`config.mk`:
```
export PLATFORM = sky130hd
export DESIGN_NAME = card_phase_seq
export DESIGN_NICKNAME = d
export VERILOG_FILES = /design/src/rtl/card_phase_pkg.sv /design/src/rtl/card_cmd_collect.sv /design/src/rtl/card_cmd_classify.sv /design/src/rtl/card_phase_fsm.sv /design/src/rtl/card_phase_seq.sv
export SDC_FILE = /design/constraint.sdc
export NUM_CORES = 1
export LEC_CHECK = 0
export CAP_MARGIN = 20
export CORE_MARGIN = 3
export CORE_UTILIZATION = 34
export DETAILED_ROUTE_END_ITERATION = 10
export GPL_ROUTABILITY_DRIVEN = 0
export PLACE_DENSITY = 0.57
export SLEW_MARGIN = 20
export SYNTH_ARGS = -nofsm -noshare
export SYNTH_HDL_FRONTEND = slang
export SYNTH_SLANG_ARGS = --single-unit
```
`constraint.sdc`:
```
create_clock -name clk -period 3.3 [get_ports clk]
set_input_delay 0.66 -clock clk [delete_from_list [all_inputs] [get_ports clk]]
set_output_delay 0.66 -clock clk [all_outputs]
set_load 0.05 [all_outputs]
```
`src/rtl/card_phase_pkg.sv`:
```
package card_phase_pkg;

  typedef enum logic [2:0] {
    PH_IDLE = 3'd0,
    PH_ATR  = 3'd1,
    PH_CMD  = 3'd2,
    PH_PEND = 3'd3,
    PH_OUT  = 3'd4,
    PH_PROC = 3'd5
  } phase_e;

  typedef enum logic [1:0] {
    RSN_DONE  = 2'd0,
    RSN_RESET = 2'd1,
    RSN_START = 2'd2
  } reason_e;

  // phases that count as an operation and report their exit
  function automatic logic is_op_phase(input phase_e p);
    return (p == PH_ATR) || (p == PH_CMD) || (p == PH_OUT) || (p == PH_PROC);
  endfunction

endpackage

```
`src/rtl/card_cmd_collect.sv`:
```
module card_cmd_collect #(
  parameter int NBYTES = 3,
  localparam int IDX_W = (NBYTES > 1) ? $clog2(NBYTES) : 1
) (
  input  logic             clk,
  input  logic             rst_n,
  input  logic             wr,
  input  logic [IDX_W-1:0] idx,
  input  logic [7:0]       din,
  output logic [7:0]       ctrl,
  output logic [7:0]       addr,
  output logic [7:0]       data
);

  logic [7:0] slot [NBYTES];

  for (genvar g = 0; g < NBYTES; g++) begin : g_slot
    always_ff @(posedge clk) begin
      if (!rst_n) begin
        slot[g] <= 8'h00;
      end else if (wr && (idx == IDX_W'(g))) begin
        slot[g] <= din;
      end
    end
  end

  assign ctrl = slot[0];
  assign addr = slot[1];
  assign data = slot[2];

endmodule

```
`src/rtl/card_cmd_classify.sv`:
```
module card_cmd_classify #(
  parameter int MEM_SIZE = 256,
  parameter int SEC_LEN  = 4,
  parameter int PROT_LEN = 4,
  localparam int LEN_W   = $clog2(MEM_SIZE + 1)
) (
  input  logic [7:0]       ctrl,
  input  logic [7:0]       addr,
  output logic [LEN_W-1:0] len,
  output logic             is_proc,
  output logic             is_unknown
);

  localparam logic [7:0] C_RD_MAIN = 8'h30;
  localparam logic [7:0] C_RD_SEC  = 8'h31;
  localparam logic [7:0] C_CMP_VER = 8'h33;
  localparam logic [7:0] C_RD_PROT = 8'h34;
  localparam logic [7:0] C_WR_MAIN = 8'h38;
  localparam logic [7:0] C_WR_SEC  = 8'h39;
  localparam logic [7:0] C_WR_PROT = 8'h3C;

  always_comb begin
    len        = '0;
    is_proc    = 1'b0;
    is_unknown = 1'b0;
    unique case (ctrl)
      C_RD_MAIN: len = LEN_W'(MEM_SIZE) - LEN_W'(addr);
      C_RD_SEC:  len = LEN_W'(SEC_LEN);
      C_RD_PROT: len = LEN_W'(PROT_LEN);
      C_CMP_VER, C_WR_MAIN, C_WR_SEC, C_WR_PROT: is_proc = 1'b1;
      default:   is_unknown = 1'b1;
    endcase
  end

endmodule

```
`src/rtl/card_phase_fsm.sv`:
```
module card_phase_fsm
  import card_phase_pkg::*;
#(
  parameter int ATR_BYTES = 4,
  parameter int CMD_BYTES = 3,
  parameter int LEN_W     = 9,
  parameter int IDX_W     = 2
) (
  input  logic             clk,
  input  logic             rst_n,
  input  logic             ev_reset,
  input  logic             ev_reset_clk,
  input  logic             ev_start,
  input  logic             ev_stop,
  input  logic             ev_bit,
  input  logic             bit_val,
  input  logic             byte_v,
  input  logic [LEN_W-1:0] cls_len,
  input  logic             cls_proc,
  input  logic             cls_unknown,
  output logic             cmd_wr,
  output logic [IDX_W-1:0] cmd_idx,
  output phase_e           phase,
  output logic [LEN_W-1:0] out_len,
  output logic             proc_cmd,
  output logic             unknown_cmd,
  output logic             op_done,
  output phase_e           op_phase,
  output reason_e          op_reason
);

  phase_e           phase_q;
  logic [LEN_W-1:0] cnt_q;
  logic [LEN_W-1:0] cnt_nxt;
  logic [LEN_W-1:0] len_q;
  logic             armed_q;
  logic             bounded_q;
  logic             proc_q;
  logic             unk_q;
  logic             take_byte;

  assign cnt_nxt   = cnt_q + 1'b1;
  assign take_byte = byte_v && !ev_reset && !ev_start && !ev_stop && !ev_bit;
  assign cmd_wr    = take_byte && (phase_q == PH_CMD);
  assign cmd_idx   = cnt_q[IDX_W-1:0];

  always_ff @(posedge clk) begin
    if (!rst_n) begin
      phase_q   <= PH_IDLE;
      cnt_q     <= '0;
      len_q     <= '0;
      armed_q   <= 1'b0;
      bounded_q <= 1'b0;
      proc_q    <= 1'b0;
      unk_q     <= 1'b0;
      op_done   <= 1'b0;
      op_phase  <= PH_IDLE;
      op_reason <= RSN_DONE;
    end else begin
      op_done <= 1'b0;
      if (ev_reset) begin
        if (is_op_phase(phase_q)) begin
          op_done   <= 1'b1;
          op_phase  <= phase_q;
          op_reason <= RSN_RESET;
        end
        phase_q <= ev_reset_clk ? PH_ATR : PH_IDLE;
        cnt_q   <= '0;
        armed_q <= 1'b0;
      end else if (ev_start) begin
        if (is_op_phase(phase_q)) begin
          op_done   <= 1'b1;
          op_phase  <= phase_q;
          op_reason <= RSN_START;
        end
        phase_q <= PH_CMD;
        cnt_q   <= '0;
        armed_q <= 1'b0;
      end else if (ev_stop) begin
        if (phase_q == PH_IDLE) phase_q <= PH_PEND;
      end else if (ev_bit) begin
        if (phase_q == PH_PEND) begin
          cnt_q   <= '0;
          armed_q <= 1'b0;
          if (armed_q && proc_q) begin
            if (bit_val) begin
              op_done   <= 1'b1;
              op_phase  <= PH_PROC;
              op_reason <= RSN_DONE;
              phase_q   <= PH_IDLE;
            end else begin
              phase_q <= PH_PROC;
            end
          end else begin
            phase_q   <= PH_OUT;
            bounded_q <= armed_q && !unk_q;
          end
        end else if (phase_q == PH_PROC && bit_val) begin
          op_done   <= 1'b1;
          op_phase  <= PH_PROC;
          op_reason <= RSN_DONE;
          phase_q   <= PH_IDLE;
        end
      end else if (byte_v) begin
        unique case (phase_q)
          PH_ATR: begin
            if (cnt_nxt == LEN_W'(ATR_BYTES)) begin
              op_done   <= 1'b1;
              op_phase  <= PH_ATR;
              op_reason <= RSN_DONE;
              phase_q   <= PH_IDLE;
            end
            cnt_q <= cnt_nxt;
          end
          PH_CMD: begin
            if (cnt_nxt == LEN_W'(CMD_BYTES)) begin
              op_done   <= 1'b1;
              op_phase  <= PH_CMD;
              op_reason <= RSN_DONE;
              phase_q   <= PH_IDLE;
              len_q     <= cls_len;
              proc_q    <= cls_proc;
              unk_q     <= cls_unknown;
              armed_q   <= 1'b1;
            end
            cnt_q <= cnt_nxt;
          end
          PH_OUT: begin
            if (bounded_q && (cnt_nxt == len_q)) begin
              op_done   <= 1'b1;
              op_phase  <= PH_OUT;
              op_reason <= RSN_DONE;
              phase_q   <= PH_IDLE;
            end
            cnt_q <= cnt_nxt;
          end
          default: ;
        endcase
      end
    end
  end

  assign phase       = phase_q;
  assign out_len     = len_q;
  assign proc_cmd    = proc_q;
  assign unknown_cmd = unk_q;

endmodule

```
`src/rtl/card_phase_seq.sv`:
```
module card_phase_seq
  import card_phase_pkg::*;
#(
  parameter int  MEM_SIZE  = 256,
  parameter int  ATR_BYTES = 4,
  parameter int  SEC_LEN   = 4,
  parameter int  PROT_LEN  = 4,
  localparam int LEN_W     = $clog2(MEM_SIZE + 1)
) (
  input  logic             clk,
  input  logic             rst_n,
  input  logic             sym_reset,
  input  logic             sym_reset_clk,
  input  logic             sym_start,
  input  logic             sym_stop,
  input  logic             bit_valid,
  input  logic             bit_value,
  input  logic             byte_valid,
  input  logic [7:0]       byte_data,
  output logic [2:0]       phase,
  output logic [LEN_W-1:0] out_len,
  output logic             proc_cmd,
  output logic             unknown_cmd,
  output logic             op_done,
  output logic [2:0]       op_phase,
  output logic [1:0]       op_reason,
  output logic [7:0]       op_ctrl,
  output logic [7:0]       op_addr,
  output logic [7:0]       op_data
);

  localparam int CMD_BYTES = 3;
  localparam int IDX_W     = $clog2(CMD_BYTES);

  logic             cmd_wr;
  logic [IDX_W-1:0] cmd_idx;
  logic [LEN_W-1:0] cls_len;
  logic             cls_proc;
  logic             cls_unknown;
  phase_e           phase_w;
  phase_e           op_phase_w;
  reason_e          op_reason_w;

  card_cmd_collect #(.NBYTES(CMD_BYTES)) u_collect (
    .clk  (clk),
    .rst_n(rst_n),
    .wr   (cmd_wr),
    .idx  (cmd_idx),
    .din  (byte_data),
    .ctrl (op_ctrl),
    .addr (op_addr),
    .data (op_data)
  );

  card_cmd_classify #(
    .MEM_SIZE(MEM_SIZE), .SEC_LEN(SEC_LEN), .PROT_LEN(PROT_LEN)
  ) u_classify (
    .ctrl      (op_ctrl),
    .addr      (op_addr),
    .len       (cls_len),
    .is_proc   (cls_proc),
    .is_unknown(cls_unknown)
  );

  card_phase_fsm #(
    .ATR_BYTES(ATR_BYTES), .CMD_BYTES(CMD_BYTES), .LEN_W(LEN_W), .IDX_W(IDX_W)
  ) u_fsm (
    .clk         (clk),
    .rst_n       (rst_n),
    .ev_reset    (sym_reset),
    .ev_reset_clk(sym_reset_clk),
    .ev_start    (sym_start),
    .ev_stop     (sym_stop),
    .ev_bit      (bit_valid),
    .bit_val     (bit_value),
    .byte_v      (byte_valid),
    .cls_len     (cls_len),
    .cls_proc    (cls_proc),
    .cls_unknown (cls_unknown),
    .cmd_wr      (cmd_wr),
    .cmd_idx     (cmd_idx),
    .phase       (phase_w),
    .out_len     (out_len),
    .proc_cmd    (proc_cmd),
    .unknown_cmd (unknown_cmd),
    .op_done     (op_done),
    .op_phase    (op_phase_w),
    .op_reason   (op_reason_w)
  );

  assign phase     = phase_w;
  assign op_phase  = op_phase_w;
  assign op_reason = op_reason_w;

endmodule

```
==> impl_metrics.env <==
export IMPL_async_flop_share_pct=0
export IMPL_setup_tns_ns=0
export IMPL_clock_sinks=55
export IMPL_timing_rr_end="u_fsm.op_phase[0]$_SDFFE_PN0P_"
export IMPL_path_delay_family="buffers and inverters"
export IMPL_layout_drive_gt1_share_pct=8.18
export IMPL_min_to="u_fsm.op_reason[1]$_SDFFE_PN0P_"
export IMPL_p_leak_uw=0.00150
export IMPL_clock_fmax_mhz=378
export IMPL_cts_hold_buf=0
export IMPL_grt_setup_unrepaired="false"
export IMPL_finalNetCount=449
export IMPL_fillCellCount=928
export IMPL_required_ns=2.64
export IMPL_crit_slowest_cell="clkdlybuf4s50_1"
export IMPL_grt_total_usage_pct=16.0
export IMPL_portBuffers=60
export IMPL_cts_buffers_inserted=5
export IMPL_critPathLaunch="u_fsm.phase[0]$_SDFFE_PN0P_"
export IMPL_finalHoldViolations=0
export IMPL_diodes=0
export IMPL_drtAntennaViolNets=0
export IMPL_drt_first_pass_iters=5
export IMPL_hp_class="flip-flop to flip-flop"
export IMPL_ctsResizeCount=0
export IMPL_path_depth=1
export IMPL_cts_setup_buffers=0
export IMPL_worst_pin_slew_ns=0.838
export IMPL_fin_crit_ns=2.65
export IMPL_multiInputGateArea_sq_mm=0.00180
export IMPL_finClkSkew_ns=0.00966
export IMPL_slew_viol_final=0
export IMPL_hold_start="u_fsm.op_reason[1]$_SDFFE_PN0P_"
export IMPL_power_uw=1370
export IMPL_synth_cells=364
export IMPL_cts_tree="done"
export IMPL_hpwl_mm=6.54
export IMPL_path_buf_inv=1
export IMPL_grt_pass1_vias=2711
export IMPL_synth_area_sq_mm=0.00329
export IMPL_antenna_found_initial=0
export IMPL_overflow=0
export IMPL_rrSetupSlack_ns=0.77
export IMPL_start_util_pct=35.3
export IMPL_cts_path_max_buffers=2
export IMPL_worstSetupStartpointType="flip-flop"
export IMPL_first_iter_violations=204
export IMPL_vias_per_cell=5.22
export IMPL_status="completed"
export IMPL_clock_latency_ns=0.31
export IMPL_wire_per_inst_microns=15.6
export IMPL_syn_num_nets=386
export IMPL_route_detailed_drc=0
export IMPL_yosys_most_used_dff="dfxtp_1"
export IMPL_regArea_sq_mm=0.00134
export IMPL_die_area_sq_mm=0.0109
export IMPL_worstPathArrival_ns=1.99
export IMPL_cp_max_fo=21
export IMPL_synth_edf_count=24
export IMPL_crit_chain="clkdlybuf4s50_1"
export IMPL_ys_ff_latch=55
export IMPL_critPathCaptureType="output port"
export IMPL_critPathKind="flip-flop to output port"
export IMPL_mostFrequentLayoutCell="clkdlybuf4s50_1"
export IMPL_setup_viol=0
export IMPL_row_count=35
export IMPL_max_stage_delay_ns=0.93
export IMPL_clock_root_buffer="clkbuf_8"
export IMPL_postSynthAreaPerCell_sq_um=9.05
export IMPL_die_h_microns=104
export IMPL_power_density_mw_per_mm2=329
export IMPL_clk_pin_slew_ns=0.11
export IMPL_layout_common_cells="clkdlybuf4s50_1 (60), nand2_1 (38), dfxtp_1 (31)"
export IMPL_period_share_pct=80.2
export IMPL_yosysSeqAreaShare_pct=40.7
export IMPL_cap_violations=0
export IMPL_worst_r2r_cell_count=8
export IMPL_via_count=2906
export IMPL_syn_to_final_growth_pct=26.6
export IMPL_ys_types=67
export IMPL_grt_max_degree=22
export IMPL_routed_wirelength_mm=8.69
export IMPL_fp_dieW_microns=104
export IMPL_cts_max_level=2
export IMPL_grt_pass1_wl_mm=14.3
export IMPL_reg2reg_from="u_fsm.cnt_q[0]$_SDFFE_PP0P_"
export IMPL_min_path_cells=2
export IMPL_ir_worst_vdd_v=0.000197
export IMPL_io_pins=61
export IMPL_core_sq_mm=0.00933
export IMPL_slew_headroom_pct=43.3
export IMPL_yosys_warnings=0
[power by group]
part           switching (uW)  internal [uW]  total (uW)
registers                18.1            726         744
logic                     134           82.9         217
clock network             249            162         411
total                     401            971        1370
[worst max-delay path by stage]
| stage | endpoint | slack (ns) |
|---|---|---|
| floorplan | u_collect.slot[0][0]$_SDFFCE_PN0P_ | 0.96 |
| global placement | u_fsm.out_len[5]$_SDFFE_PN0P_ | 0.53 |
| detailed placement | u_fsm.proc_cmd$_SDFFE_PN0P_ | 0.46 |
| CTS | phase[0] | 0.65 |
| global route | phase[0] | 0.54 |
| finish | phase[0] | 0.65 |
[flip-flops by register name (all words and copies together), names as in the netlist]
signal,cells
u_collect.slot,24
u_fsm.cnt_q,9
u_fsm.out_len,9
u_fsm.op_phase,3
u_fsm.phase,3
u_fsm.op_reason,2
u_fsm.armed_q,1
u_fsm.bounded_q,1
u_fsm.op_done,1
u_fsm.proc_cmd,1
u_fsm.unknown_cmd,1
[Yosys cell counts, types with 3 or more instances]
master | instances | share of area [%]
nor3_1 | 10 | 1.5
nand2b_1 | 3 | 0.57
and2_1 | 29 | 5.5
inv_1 | 14 | 1.6
xor2_1 | 7 | 1.9
buf_4 | 3 | 0.68
and3_1 | 6 | 1.1
o21ai_0 | 16 | 2.4
or3_1 | 14 | 2.7
o211a_1 | 4 | 1.2
nand3_1 | 5 | 0.76
mux2i_1 | 5 | 1.5
dfxtp_1 | 31 | 19
nand3b_1 | 3 | 0.68
edfxtp_1 | 24 | 22
a31oi_1 | 5 | 0.95
nor2_1 | 19 | 2.2
clkbuf_1 | 9 | 1.0
ha_1 | 5 | 1.9
nand4_1 | 5 | 0.95
o21ai_1 | 3 | 0.46
nand2_1 | 38 | 4.3
buf_2 | 6 | 0.91
nor3b_1 | 3 | 0.68
a21oi_1 | 27 | 4.1
nand4b_1 | 3 | 0.80
a22oi_1 | 3 | 0.68
xnor2_1 | 11 | 2.9
nor2b_1 | 4 | 0.76
[metal layers]
metal  routed length [microns]  GRT usage, %  vias to the layer above  part of all wire, %
met2                      4040          25.0                       81                   46
met4                        91          4.56                        0                  1.0
li1                          -             -                     1448                    -
met1                      4120          22.3                     1371                   47
met5                         0             0                        -                    0
met3                       434          3.41                        6                  5.0
[layout make-up]
class,instances,area share [%]
clock inverters,3,0.750
repair buffers,75,17.1
multi-input cells,276,43.2
inverters,14,1.26
flip-flops and latches,55,32.2
clock buffers,5,1.65
well taps,129,3.87
[cells by family (layout without fill, tap and decap cells)]
family / Yosys count / after routing / share of synthesized area [%]
adders and majority gates: 5 / 5 / 1.90
AOI/OAI and AO/OA: 83 / 83 / 16.8
buffers and inverters: 33 / 97 / 4.56
xor gates and xnor gates: 19 / 19 / 5.47
muxes: 6 / 6 / 1.86
and+or+nand+nor: 163 / 163 / 28.7
DFF: 55 / 55 / 40.7
[per-stage QoR]
step           hold slack, ns  area [sq um]  util [%]  setup slack (ns)  std cells
2_1_floorplan           0.483          3290         -             0.958        364
3_3_place_gp            0.454          4070      43.6             0.530        549
3_5_place_dp            0.454          4070      43.6             0.465        549
4_1_cts                 0.483          4170      44.7             0.650        557
5_1_grt                 0.502          4170      44.7             0.543        557
6_report                0.476          4170      44.7             0.655        557
[worst register-to-register path, delay by kind of cell (launching register included)]
family	cells	cell delay, ns
AOI/OAI and AO/OA	3	0.82
and+or+nand+nor	3	0.68
DFF	1	0.49
adders and majority gates	1	0.27
buffers and inverters	1	0.21
(Power assumes the default switching activity.)
